**config.mk**
```make
export PLATFORM = sky130hd
export DESIGN_NAME = rtc_seconds_alarm
export DESIGN_NICKNAME = d
export VERILOG_FILES = /design/src/rtl/rtc_seconds_alarm.sv
export SDC_FILE = /design/constraint.sdc
export NUM_CORES = 1
export LEC_CHECK = 0
export CORE_MARGIN = 2
export CORE_UTILIZATION = 30
export CTS_CLUSTER_SIZE = 40
export DETAILED_ROUTE_END_ITERATION = 8
export HOLD_SLACK_MARGIN = 0.03
export SLEW_MARGIN = 25
export SYNTH_ARGS = -nofsm -noshare
export SYNTH_HDL_FRONTEND = slang
export SYNTH_SLANG_ARGS = --single-unit
```
**constraint.sdc**
```tcl
create_clock -name clk -period 8.4 [get_ports clk]
set_input_delay 2.52 -clock clk [delete_from_list [all_inputs] [get_ports clk]]
set_output_delay 2.52 -clock clk [all_outputs]
set_load 0.01 [all_outputs]
```
**src/rtl/rtc_seconds_alarm.sv**
```systemverilog
module rtc_seconds_alarm #(
  parameter int CNT_W  = 47,
  parameter int FRAC_W = 15,
  parameter int DW     = 32,
  parameter int AW     = 5
) (
  input  logic          clk,
  input  logic          rst_n,
  input  logic          tick,
  input  logic          freeze,
  input  logic          non_valid_set,
  input  logic          wr_en,
  input  logic [AW-1:0] addr,
  input  logic [DW-1:0] wdata,
  output logic [DW-1:0] rdata,
  output logic          alarm_irq
);
  localparam int SEC_W = CNT_W - FRAC_W;
  localparam logic [2:0] A_SEC = 3'd0, A_FRAC = 3'd1, A_ASEC = 3'd2, A_AFRAC = 3'd3,
                         A_CTRL = 3'd4, A_STAT = 3'd5, A_IEN = 3'd6;
  localparam int B_EN = 3, B_SLK = 17, B_HLK = 18;
  localparam int B_AF = 4, B_OV = 2, B_NV = 1;

  logic [CNT_W-1:0]  count, count_inc;
  logic [SEC_W-1:0]  alm_sec;
  logic [FRAC_W-1:0] alm_frac;
  logic en, slock, hlock, alm_flag, ovf_flag, nv_flag, need_time, alm_ien;
  logic [2:0] widx;
  logic wr_sec, wr_frac, wr_asec, wr_afrac, wr_ctrl, wr_stat, wr_ien;
  logic locked, run, step, carry_out, alarm_hit;

  assign widx     = addr[4:2];
  assign locked   = slock | hlock;
  assign wr_sec   = wr_en && widx == A_SEC  && !locked;
  assign wr_frac  = wr_en && widx == A_FRAC && !locked;
  assign wr_asec  = wr_en && widx == A_ASEC;
  assign wr_afrac = wr_en && widx == A_AFRAC;
  assign wr_ctrl  = wr_en && widx == A_CTRL;
  assign wr_stat  = wr_en && widx == A_STAT;
  assign wr_ien   = wr_en && widx == A_IEN;

  assign run  = en && !freeze && !ovf_flag && !nv_flag && !need_time;
  assign step = tick && run && !wr_sec && !wr_frac;
  assign {carry_out, count_inc} = {1'b0, count} + 1'b1;
  assign alarm_hit = step && !carry_out && count_inc == {alm_sec, alm_frac};

  always_ff @(posedge clk or negedge rst_n) begin
    if (!rst_n) begin
      count <= '0;
    end else if (wr_sec) begin
      count[CNT_W-1:FRAC_W] <= wdata[SEC_W-1:0];
    end else if (wr_frac) begin
      count[FRAC_W-1:0] <= wdata[FRAC_W-1:0];
    end else if (step) begin
      count <= count_inc;
    end
  end

  always_ff @(posedge clk or negedge rst_n) begin
    if (!rst_n) begin
      alm_sec  <= '1;
      alm_frac <= '0;
      alm_ien  <= 1'b0;
    end else begin
      if (wr_asec)  alm_sec  <= wdata[SEC_W-1:0];
      if (wr_afrac) alm_frac <= wdata[FRAC_W-1:0];
      if (wr_ien)   alm_ien  <= wdata[B_AF];
    end
  end

  always_ff @(posedge clk or negedge rst_n) begin
    if (!rst_n) begin
      en    <= 1'b0;
      slock <= 1'b0;
      hlock <= 1'b0;
    end else if (wr_ctrl) begin
      if (!hlock) en <= wdata[B_EN];
      slock <= slock | wdata[B_SLK];
      hlock <= hlock | wdata[B_HLK];
    end
  end

  always_ff @(posedge clk or negedge rst_n) begin
    if (!rst_n) begin
      alm_flag  <= 1'b0;
      ovf_flag  <= 1'b0;
      nv_flag   <= 1'b1;
      need_time <= 1'b1;
    end else begin
      if (alarm_hit)                    alm_flag <= 1'b1;
      else if (wr_stat && wdata[B_AF])  alm_flag <= 1'b0;
      if (step && carry_out)            ovf_flag <= 1'b1;
      else if (wr_stat && wdata[B_OV])  ovf_flag <= 1'b0;
      if (non_valid_set)                nv_flag  <= 1'b1;
      else if (wr_stat && wdata[B_NV])  nv_flag  <= 1'b0;
      if (non_valid_set)                need_time <= 1'b1;
      else if (wr_sec)                  need_time <= 1'b0;
    end
  end

  always_comb begin
    rdata = '0;
    case (widx)
      A_SEC:   rdata[SEC_W-1:0]  = count[CNT_W-1:FRAC_W];
      A_FRAC:  rdata[FRAC_W-1:0] = count[FRAC_W-1:0];
      A_ASEC:  rdata[SEC_W-1:0]  = alm_sec;
      A_AFRAC: rdata[FRAC_W-1:0] = alm_frac;
      A_CTRL: begin
        rdata[B_EN]  = en;
        rdata[B_SLK] = slock;
        rdata[B_HLK] = hlock;
      end
      A_STAT: begin
        rdata[B_AF] = alm_flag;
        rdata[B_OV] = ovf_flag;
        rdata[B_NV] = nv_flag;
      end
      A_IEN:   rdata[B_AF] = alm_ien;
      default: rdata = '0;
    endcase
  end

  assign alarm_irq = alm_flag & alm_ien;
endmodule


```
### Word-level counts from Yosys, hierarchy flattened

Cells that the tools add are included.
Widths: inputs -> output; s select.

| operators by class | value |
|---|---|
| $add $sub $neg | 1 |
| equal/unequal tests | 8 |
| mux-type cells | 20 |
| bitwise logic cells | 6 |
| reductions and logical operators | 40 |

Operator list:

| cell | count |
|---|---|
| $mux 32 | 2 |
| $add 47x1->48 const B | 1 |
| $eq 47x47->1 | 1 |
| $mux 47 | 1 |
| $pmux 10 s4 | 1 |
| $pmux 13 s2 | 1 |
| $logic_and 1x1->1 | 22 |
| $mux 15 | 1 |
| $reduce_bool 2->1 | 6 |
| $pmux 2 s5 | 1 |
| $eq 3x3->1 const B | 3 |
| $logic_not 1->1 | 8 |
| $mux 1 | 8 |
| $eq 3x2->1 const B | 2 |
| $pmux 1 s6 | 1 |
| $pmux 2 s3 | 1 |
| $reduce_and 2->1 | 3 |
| $pmux 1 s5 | 1 |
| $pmux 1 s4 | 1 |
| $pmux 2 s2 | 1 |
| $eq 3x1->1 const B | 1 |
| $logic_not 3->1 | 1 |
| $or 1x1->1 | 3 |
| $ne 2x2->1 const B | 1 |
| other kinds (2) | 3 |

| word-level totals | value |
|---|---|
| flip-flop bits (word level) | 102 |
| output and inout port bits | 33 |
| word-level logic and storage cells | 87 |

### Logic depth before layout (Yosys ltp)

Gate-level depths: netlist (run 1).

| depth | value |
|---|---|
| depth after elaboration | 11 |
| mapped depth | 10 |

### Worst setup path before layout (run 1)

No wires, ideal clock.

| path | value |
|---|---|
| path type | input to output |
| from | input addr[2] |
| to | output rdata[3] |
| arrival | 4.250 ns |
| path slack | 1.630 ns |
| stages | 6 |
| path through | clkbuf_1 > clkbuf_1 > clkbuf_1 > mux2_2 > nand2_1 > o21ai_0 |

| on the way | value |
|---|---|
| word-level cells in the longest chain between the ends | 2 |
| elaborated cells on any way between the ends | 6 |
| classes of those cells | eq/ne: 4; mux: 1; reduce/logical: 1 |

Ends and longest elaborated chain:

| element | RTL line | text |
|---|---|---|
| start, declared | 13 | `input logic [AW-1:0] addr,` |
| $eq 3x3->1, or another cell as far along | 103 | `case (widx)` |
| $pmux 1 s5 * | 103 |  |
| end, declared | 15 | `output logic [DW-1:0] rdata,` |

Mark *: on every way between the ends. The rest lies on a longest branch, timed or not.

### Final worst setup path (run 1)

| path | value |
|---|---|
| from | input addr[4] |
| to | output rdata[3] |

The elaborated chain is that of the path after synthesis.

==> results of run 1 <==
## power by group
part / internal [W] / switching [W]
sequential: 0.000640 / 0.000221
clock: 0.000270 / 0.000194
combinational: 0.000361 / 0.000319
## stage by stage
stage          util [%]  total power [W]  setup WS (ns)  area (sq um)  hold slack, ns
4_1_cts           35.77         0.002010          1.104          8447          0.5073
6_report          35.78         0.002004          1.130          8449          0.5064
5_1_grt           35.78         0.002132         0.9071          8449          0.5140
3_3_place_gp      34.39         0.001534          1.132          8122          0.4736
2_1_floorplan         -         0.001331          1.630          7251          0.4500
3_5_place_dp      34.39         0.001539          1.144          8122          0.4935
## logic make-up after synthesis
logic type	share of synthesized area (%)
and+or+nand+nor	22.23
adders and majority gates	0.3451
xor gates and xnor gates	13.27
muxes	14.60
AOI/OAI and AO/OA	9.129
buffers and inverters	4.642
DFF	35.79
## Yosys cell counts (3+ instances only)
library cell,number,area share [%]
nor3_1,16,1.1
o22a_1,3,0.36
xnor2_1,67,8.1
buf_1,7,0.36
o21ai_0,22,1.5
buf_2,12,0.83
and3_1,12,1.0
o22ai_1,4,0.35
nor2_1,93,4.8
inv_1,6,0.31
and2_1,16,1.4
or3_1,3,0.26
xor2_1,40,4.8
nand2b_1,3,0.26
buf_6,4,0.62
dfrtp_1,68,23
nand4b_1,3,0.36
nor2b_1,3,0.26
nand4_1,31,2.7
nand3_1,30,2.1
nor4_1,8,0.69
mux2_2,51,7.9
a31oi_1,5,0.43
dfstp_2,34,12
mux2i_1,21,2.9
nand2_1,66,3.4
a21o_1,4,0.41
a21oi_1,60,4.1
clkbuf_1,40,2.1
nand3b_1,3,0.31
mux4_2,11,3.4
and4_1,7,0.85
## metal layers
metal | wire length (microns) | vias up | share of wire [%] | global-route usage [%]
met4 | 393 | 0 | 1.8 | 4.711
met3 | 1007 | 24 | 4.7 | 3.204
met2 | 9894 | 187 | 46 | 27.45
li1 | - | 2850 | - | -
met1 | 10210 | 2960 | 47 | 24.39
met5 | 0 | - | 0 | 0
## cell type report
type / instances / area [sq um]
fillers: 2454 / 15160
multi-input cells: 618 / 4324
flip-flops and latches: 102 / 2595
repair buffers: 81 / 783.3
well taps: 319 / 399.1
clock buffers: 11 / 242.7
clock inverters: 5 / 82.58
inverters: 6 / 22.52
## worst max path at each step
stage / to / cells after the start
final: rdata[3] / 5
after global routing: rdata[3] / 5
after CTS: rdata[3] / 5
after detailed placement: rdata[3] / 5
after global placement: rdata[3] / 5
after floorplan: rdata[3] / 6
## worst max-delay path: cells and delay by family
family / cells / cell delay, ns
buffers and inverters: 3 / 1.85
AO/OA/AOI/OAI: 2 / 0.38
==> results by group, run 1 <==
Place
  • Final HPWL DP: 16050 microns
  • # port buffers: 73
  • Placed cells: 1126
  • Gpl congestion: 0.9329

Worst hold path
  • HP Class: register to register
  • Hold endpoint: slock$_DFFE_PN0P_
  • Hold path cells: 1
  • Hold wc startpoint: slock$_DFFE_PN0P_

STA
  • Rel. slew slack: 42.47%
  • Final hold violations: 0
  • Period minus WS final: 7.270 ns
  • RSZ-0062 raised after global routing: no
  • Worst Skew: 0.01003 ns
  • Setup TNS Final: 0 ns
  • Fin. max-slew vios: 0
  • Final Cycle Share: 86.54%
  • Finish-stage setup viols: 0
  • FMAX: 0.1376 GHz
  • Least-Margin Pin Slew: 0.8510 ns

Power
  • Max IR drop VDD: 99.15 uV
  • Pwr/cell area: 237.2 nW/um^2
  • Leakage: 3.066 nW

Yosys
  • Net count after synthesis: 837
  • Synthesized instance count: 792
  • Post-Syn Area: 7251 sq um
  • Seq/Total Area, Yosys: 35.79%
  • #FFs+latches synth: 102
  • Library cells used by synthesis: 64
  • Post-synthesis area per instance: 9.155 sq um
  • Synth Flop Type: dfrtp_1
  • YS warnings: 0
  • Post-synth EDFFs: 0
  • Synth async-reset ratio: 100.0%

Run
  • Max-Cap Viols: 0

Final layout
  • Diode count: 0
  • Max reg flops: 47
  • Most frequent cells in the layout: 93 x nor2_1, 71 x clkdlybuf4s50_1, 68 x dfrtp_1
  • Regs by FF count: count (47), alm_sec (32), alm_frac (15)
  • Layout cells sized above 1: 16.89%
  • Cell Count, Final, Fillers Out: 1142
  • # nets final: 863
  • Commonest non-fill, non-tap cell in the layout: nor2_1
  • Biggest register: count
  • Area growth syn-to-layout: 16.53%

Global route
  • Vias in the first global route: 5974
  • Initial antenna violation count: 0
  • Tot GR Track Use: 17.38%
  • Total gr overflow: 0
  • Largest net degree at the start of global routing: 66
  • First-pass GRT wire length: 34880 microns

Floorplanning
  • Starting Density: 30.71%
  • Die Area: 25430 sq um
  • Row cnt: 56
  • CORE AREA: 23610 sq um
  • Die Span X: 159.5 microns
  • I/O Pins: 76
  • Die height: 159.5 microns

Worst setup path
  • Reg2reg start: count[0]$_DFFE_PN0P_
  • Crit start category: input port
  • Worst endpoint required time: 5.88 ns
  • CP max-delay cell: clkdlybuf4s50_1
  • CP peak stage delay: 0.74 ns
  • CP Capture Type: output port
  • Worst r2r dst: alm_flag$_DFFE_PN0P_
  • Worst R2R Setup Slack: 5.06 ns
  • Reg2Reg Depth: 9
  • CP arrival: 4.75 ns
  • Crit path from: addr[4]
  • Crit Path Max Fanout: 17
  • Setup CP Type: input port to output port
  • Most used cell, CP: clkdlybuf4s50_1
  • Cell Chain, Critical Path: clkdlybuf4s50_1, inv_1, a31oi_1, o21ai_0, clkdlybuf4s50_1

Clock network
  • Worst-skew pair later-pin latency: 0.36 ns
  • CTS Sinks: 102
  • Clock transition at path regs: 0.07 ns
  • Cts hold-fix bufs: 0
  • Root Driver: clkbuf_16
  • Num CTS Buffers: 9
  • H-tree depth: 3
  • Post-CTS setup buffers: 0
  • CTS resizes: 0
  • CTS tree: yes
  • CTS Buffer Depth: 2

Drt
  • DRC: 0
  • Routed wire length: 21510 microns
  • Vias/cell: 5.272
  • Initial DRT Pass Iterations: 5
  • Iter 0 DRT Violations: 487
  • Vias: 6021
  • Detail Route Antenna Nets: 0
  • Drt wl/cell: 18.83 microns

Outcome
  • Status: completed
Power figures use the tool's default switching activity.
==> inputs of run 2 (changes only) <==
--- a/config.mk
+++ b/config.mk
@@ -6,10 +6,11 @@
 export NUM_CORES = 1
 export LEC_CHECK = 0
 export CORE_MARGIN = 2
-export CORE_UTILIZATION = 30
+export CORE_UTILIZATION = 58
 export CTS_CLUSTER_SIZE = 40
 export DETAILED_ROUTE_END_ITERATION = 8
 export HOLD_SLACK_MARGIN = 0.03
+export PLACE_DENSITY = 0.81
 export SLEW_MARGIN = 25
 export SYNTH_ARGS = -nofsm -noshare
 export SYNTH_HDL_FRONTEND = slang
==> results by group, run 2 (synthesized netlist as in run 1, its figures left out) <==
Outcome
  • Status: completed

Worst setup path
  • Setup CP Type: input port to output port
  • CP arrival: 4.76 ns (about the same)
  • Crit start category: input port
  • Worst endpoint required time: 5.88 ns (about the same)
  • CP max-delay cell: clkdlybuf4s50_1
  • CP peak stage delay: 0.74 ns (about the same)
  • CP Capture Type: output port
  • Worst Path Buf+Inv: 3 (unchanged)
  • Most used cell, CP: clkdlybuf4s50_1
  • Family with the most delay on the worst path: buffers and inverters
  • Cell Chain, Critical Path: clkdlybuf4s50_1, inv_1, a31oi_1, o21ai_0, clkdlybuf4s50_1
  • Crit Path Max Fanout: 17 (unchanged)

Clock network
  • Worst-skew pair later-pin latency: 0.36 ns (about the same)
  • Clock transition at path regs: 0.07 ns (about the same)
  • Num CTS Buffers: 9 (unchanged)
  • CTS resizes: 0 (unchanged)
  • CTS Buffer Depth: 2 (unchanged)
  • Post-CTS setup buffers: 0 (unchanged)
  • CTS Sinks: 102 (unchanged)
  • Root Driver: clkbuf_16
  • CTS tree: yes
  • Cts hold-fix bufs: 0 (unchanged)
  • H-tree depth: 3 (unchanged)

Final layout
  • Max reg flops: 47 (unchanged)
  • Layout cells sized above 1: 17.01% (+0.12 points)
  • Commonest non-fill, non-tap cell in the layout: nor2_1
  • FF/Latch Area: 2595 sq um (unchanged)
  • Fill cells: 979 (-60%)
  • Most frequent cells in the layout: 93 x nor2_1, 71 x clkdlybuf4s50_1, 68 x dfrtp_1
  • Area growth syn-to-layout: 14.39%
  • Diode count: 0 (unchanged)
  • # nets final: 863 (unchanged)
  • Multi-input gate area: 4324 sq um (unchanged)
  • Regs by FF count: count (47), alm_sec (32), alm_frac (15)
  • Biggest register: count

Drt
  • Detail Route Antenna Nets: 0 (unchanged)
  • Vias: 6320 (+5.0%)
  • Drt wl/cell: 21.19 microns (+13%)
  • Iter 0 DRT Violations: 584 (+20%)
  • DRC: 0 (unchanged)
  • Initial DRT Pass Iterations: 6 (+1)
  • Routed wire length: 21000 microns (-2.4%)
  • Vias/cell: 6.377 (+21%)

STA
  • Hold Slack: 0.5139 ns (+0.007508 ns)
  • Period minus WS final: 7.278 ns (+0.008910 ns)
  • Least-Margin Pin Slew: 0.8916 ns (+0.04063 ns)
  • Setup TNS Final: 0 ns (unchanged)
  • FMAX: 0.1374 GHz (-0.12%)
  • Worst Skew: 0.009068 ns (-0.0009606 ns)
  • Final Cycle Share: 86.65% (+0.11 points)
  • Fin. max-slew vios: 0 (unchanged)
  • RSZ-0062 raised after global routing: no
  • Rel. slew slack: 40.56% (-1.9 points)
  • Final hold violations: 0 (unchanged)
  • Finish-stage setup viols: 0 (unchanged)

Place
  • Gpl congestion: 1.016 (+8.9%)
  • Final HPWL DP: 15170 microns (-5.5%)
  • # port buffers: 73 (unchanged)

Global route
  • Initial antenna violation count: 0 (unchanged)
  • First-pass GRT wire length: 32640 microns (-6.4%)
  • Vias in the first global route: 6121 (+2.5%)
  • Largest net degree at the start of global routing: 61 (-7.6%)
  • Tot GR Track Use: 32.07% (+15 points)
  • Total gr overflow: 0 (unchanged)

Power
  • Leakage: 3.094 nW (+0.89%)
  • Pwr/cell area: 248.2 nW/um^2 (+4.6%)
  • Max IR drop VDD: 174.9 uV (+76%)

Floorplanning
  • Starting Density: 59.87% (+29 points)
  • Die Span X: 115.8 microns (-27%)
  • Die height: 115.8 microns (-27%)
  • I/O Pins: 76 (unchanged)
  • Die Area: 13410 sq um (-47%)
  • CORE AREA: 12110 sq um (-49%)
  • Row cnt: 40 (-29%)

Run
  • Max-Cap Viols: 0 (unchanged)

Worst hold path
  • HP Class: register to register
run 2: cell count changes in the layout (fill, tap and decap cells not counted):
cell	change
bufinv_16	+1
buf_4	-1
clkinv_4	+1
buf_6	+1
inv_6	+2
clkbuf_1	-1
clkinvlp_4	-3
run 2: routing by layer:
layer  share of wire (%)  global-route usage (%)
met1                  42                   44.35
met2                  46                   49.40
met3                 9.4                   6.799
met4                 3.0                   13.17
met5                   0                       0
run 2: through the flow:
| step | instance area [sq um] | cells | util (%) | setup slack, ns | total power [W] |
|---|---|---|---|---|---|
| 4_1_cts | 8292 | 991 | 68.46 | 1.104 | 0.002043 |
| 5_1_grt | 8294 | 991 | 68.48 | 0.9194 | 0.002156 |
| 6_report | 8294 | 991 | 68.48 | 1.122 | 0.002059 |
| 3_3_place_gp | 7925 | 974 | 65.43 | 1.179 | 0.001509 |
| 2_1_floorplan | 7251 | 792 | - | 1.630 | 0.001331 |
| 3_5_place_dp | 7936 | 975 | 65.53 | 1.123 | 0.001538 |
run 2: final cells by class:
cell class / instances / share of cell area [%]
multi-input combinational: 618 / 52.13
inverter: 6 / 0.2715
tap: 168 / 2.534
clock buffer: 10 / 2.881
clock inverter: 6 / 1.403
timing repair buffer: 81 / 9.489
sequential: 102 / 31.29
run 2: where the power goes:
part	leakage [nW]	internal [W]	switching [W]
clock network	0.174	0.000302	0.000197
logic	1.75	0.000361	0.000331
registers	1.17	0.000640	0.000227
total	3.09	0.00130	0.000755
run 2: path summary, 6_finish.rpt:
check	startpoint	slack, ns	cells past startpoint	to
setup / recovery	addr[4]	1.12	5	rdata[3]
hold / removal	need_time$_DFFE_PN1P_	0.51	1	need_time$_DFFE_PN1P_
setup reg to reg	count[0]$_DFFE_PN0P_	4.98	9	alm_flag$_DFFE_PN0P_
hold reg to reg	need_time$_DFFE_PN1P_	0.51	1	need_time$_DFFE_PN1P_
max in group asynchronous	rst_n	5.03	2	count[29]$_DFFE_PN0P_
min in group asynchronous	rst_n	2.17	1	count[0]$_DFFE_PN0P_
run 2: worst register-to-register path: stages, from the launching register on:
cell,delay [ns]
dfrtp_1,0.53
ha_1,0.38
and3_1,0.24
nand4_1,0.19
nor3_1,0.70
nand3_1,0.28
xnor2_1,0.20
nor4_1,0.39
nand3_1,0.15
o31ai_2,0.28
==> inputs of run 3 (changes only) <==
--- a/config.mk
+++ b/config.mk
@@ -5,6 +5,7 @@
 export SDC_FILE = /design/constraint.sdc
 export NUM_CORES = 1
 export LEC_CHECK = 0
+export CORE_ASPECT_RATIO = 1.1
 export CORE_MARGIN = 2
 export CORE_UTILIZATION = 58
 export CTS_CLUSTER_SIZE = 40
==> results by group, run 3 (synthesized netlist as in run 1, its figures left out) <==
Outcome
  • Status: completed

Drt
  • Vias/cell: 6.221 (-2.5%)
  • Initial DRT Pass Iterations: 5 (-1)
  • Drt wl/cell: 20.97 microns (-1.0%)
  • Vias: 6078 (-3.8%)
  • Iter 0 DRT Violations: 501 (-14%)
  • Detail Route Antenna Nets: 0 (unchanged)
  • DRC: 0 (unchanged)
  • Routed wire length: 20490 microns (-2.4%)

STA
  • Least-Margin Pin Slew: 0.9103 ns (+0.01861 ns)
  • Period minus WS final: 7.291 ns (+0.01212 ns)
  • Hold Slack: 0.5163 ns (+0.002371 ns)
  • FMAX: 0.1372 GHz (-0.17%)
  • Final hold violations: 0 (unchanged)
  • Final Cycle Share: 86.79% (+0.14 points)
  • RSZ-0062 raised after global routing: no
  • Rel. slew slack: 38.46% (-2.1 points)
  • Fin. max-slew vios: 0 (unchanged)
  • Setup TNS Final: 0 ns (unchanged)
  • Worst Skew: 0.006932 ns (-0.002136 ns)
  • Finish-stage setup viols: 0 (unchanged)

Clock network
  • CTS Buffer Depth: 2 (unchanged)
  • Root Driver: clkbuf_16
  • H-tree depth: 3 (unchanged)
  • CTS resizes: 0 (unchanged)
  • Post-CTS setup buffers: 0 (unchanged)
  • Worst-skew pair later-pin latency: 0.36 ns (about the same)
  • Cts hold-fix bufs: 0 (unchanged)
  • CTS tree: yes
  • Num CTS Buffers: 9 (unchanged)
  • CTS Sinks: 102 (unchanged)
  • Clock transition at path regs: 0.07 ns (about the same)

Place
  • Final HPWL DP: 15060 microns (-0.74%)
  • # port buffers: 73 (unchanged)
  • Gpl congestion: 0.9981 (-1.8%)
  • Area after DPL: 7908 sq um (-0.36%)

Final layout
  • Post-route cell area: 8213 sq um (-0.98%)
  • Max reg flops: 47 (unchanged)
  • Fill cells: 990 (+1.1%)
  • # nets final: 863 (unchanged)
  • Biggest register: count
  • Final Core Density: 67.66% (-0.83 points)
  • Diode count: 0 (unchanged)
  • Regs by FF count: count (47), alm_sec (32), alm_frac (15)
  • Layout cells sized above 1: 16.89% (-0.12 points)
  • Most frequent cells in the layout: 93 x nor2_1, 71 x clkdlybuf4s50_1, 68 x dfrtp_1
  • Commonest non-fill, non-tap cell in the layout: nor2_1
  • Area growth syn-to-layout: 13.27%

Worst hold path
  • Hold path cells: 1 (unchanged)
  • HP Class: register to register

Global route
  • Total gr overflow: 0 (unchanged)
  • Initial antenna violation count: 0 (unchanged)
  • Largest net degree at the start of global routing: 67 (+9.8%)
  • First-pass GRT wire length: 33290 microns (+2.0%)
  • Vias in the first global route: 6137 (+0.26%)
  • Tot GR Track Use: 31.64% (-0.43 points)

Floorplanning
  • Row cnt: 42 (+5.0%)
  • Die height: 121.3 microns (+4.7%)
  • Starting Density: 59.73% (-0.14 points)
  • Die Area: 13410 sq um (about the same)
  • CORE AREA: 12140 sq um (+0.23%)
  • Die Span X: 110.6 microns (-4.5%)
  • I/O Pins: 76 (unchanged)

Worst setup path
  • CP Capture Type: output port
  • Worst endpoint required time: 5.88 ns (about the same)
  • Setup CP Type: input port to output port
  • CP arrival: 4.77 ns (about the same)
  • Crit Path Max Fanout: 17 (unchanged)
  • Reg2Reg Depth: 8 (-1)
  • Crit start category: input port

Power
  • Max IR drop VDD: 143.4 uV (-18%)
  • Leakage: 3.055 nW (-1.3%)
  • Pwr/cell area: 239.4 nW/um^2 (-3.6%)
  • Tot Pwr: 0.001966 W (-4.5%)

Run
  • Max-Cap Viols: 0 (unchanged)
-- run 3: changes by cell type in the layout (fill, tap and decap cells not counted) --
| cell | delta |
|---|---|
| bufinv_16 | -2 |
| clkbuf_1 | +1 |
| clkbuf_8 | -1 |
| clkinv_2 | +2 |
| clkinv_4 | -1 |
| clkinvlp_4 | +3 |
| inv_6 | -2 |
-- run 3: final cells by class --
| type | count | area [sq um] | share of cell area [%] |
|---|---|---|---|
| Timing Repair Buffer | 81 | 787.0 | 9.583 |
| Sequential cell | 102 | 2595 | 31.60 |
| Inverter | 6 | 22.52 | 0.2742 |
| Tap cell | 154 | 192.7 | 2.346 |
| Clock inverter | 6 | 62.56 | 0.7617 |
| Multi-Input combinational cell | 618 | 4324 | 52.65 |
| Clock buffer | 10 | 229.0 | 2.788 |
-- run 3: worst max-delay path, cell delays in order --
cell and delay (ns):
clkdlybuf4s50_1 0.88, mux2_2 0.40, a221oi_1 0.36, a21oi_1 0.09, clkdlybuf4s50_1 0.51
-- run 3: where the power goes --
part           leakage [nW]  internal, W  switching, W  total [W]
registers              1.17     0.000640      0.000219   0.000859
clock network         0.134     0.000230      0.000192   0.000422
logic                  1.75     0.000361      0.000324   0.000685
-- run 3: path summary, 6_finish.rpt --
kind	startpoint	end	slack [ns]
worst max register to register	count[2]$_DFFE_PN0P_	alm_flag$_DFFE_PN0P_	5.12
max in group asynchronous	rst_n	alm_frac[9]$_DFFE_PN0P_	5.07
min in group asynchronous	rst_n	alm_frac[0]$_DFFE_PN0P_	2.11
worst min-delay path	need_time$_DFFE_PN1P_	need_time$_DFFE_PN1P_	0.52
worst max-delay path	addr[4]	rdata[4]	1.11
worst min register to register	need_time$_DFFE_PN1P_	need_time$_DFFE_PN1P_	0.52
-- run 3: layer usage --
layer | vias up | share of wire (%) | track usage (%)
met1 | 2947 | 41 | 39.33
met2 | 246 | 50 | 54.37
met4 | 0 | 3.7 | 15.00
li1 | 2840 | - | -
met5 | - | 0 | 0
met3 | 45 | 6.2 | 4.845
-- run 3: through the flow --
stage               std cells  worst slack [ns]
global route              977            0.9990
CTS                       976             1.165
global placement          960             1.143
detailed placement        960             1.162
floorplan                 792             1.630
finish                    977             1.109
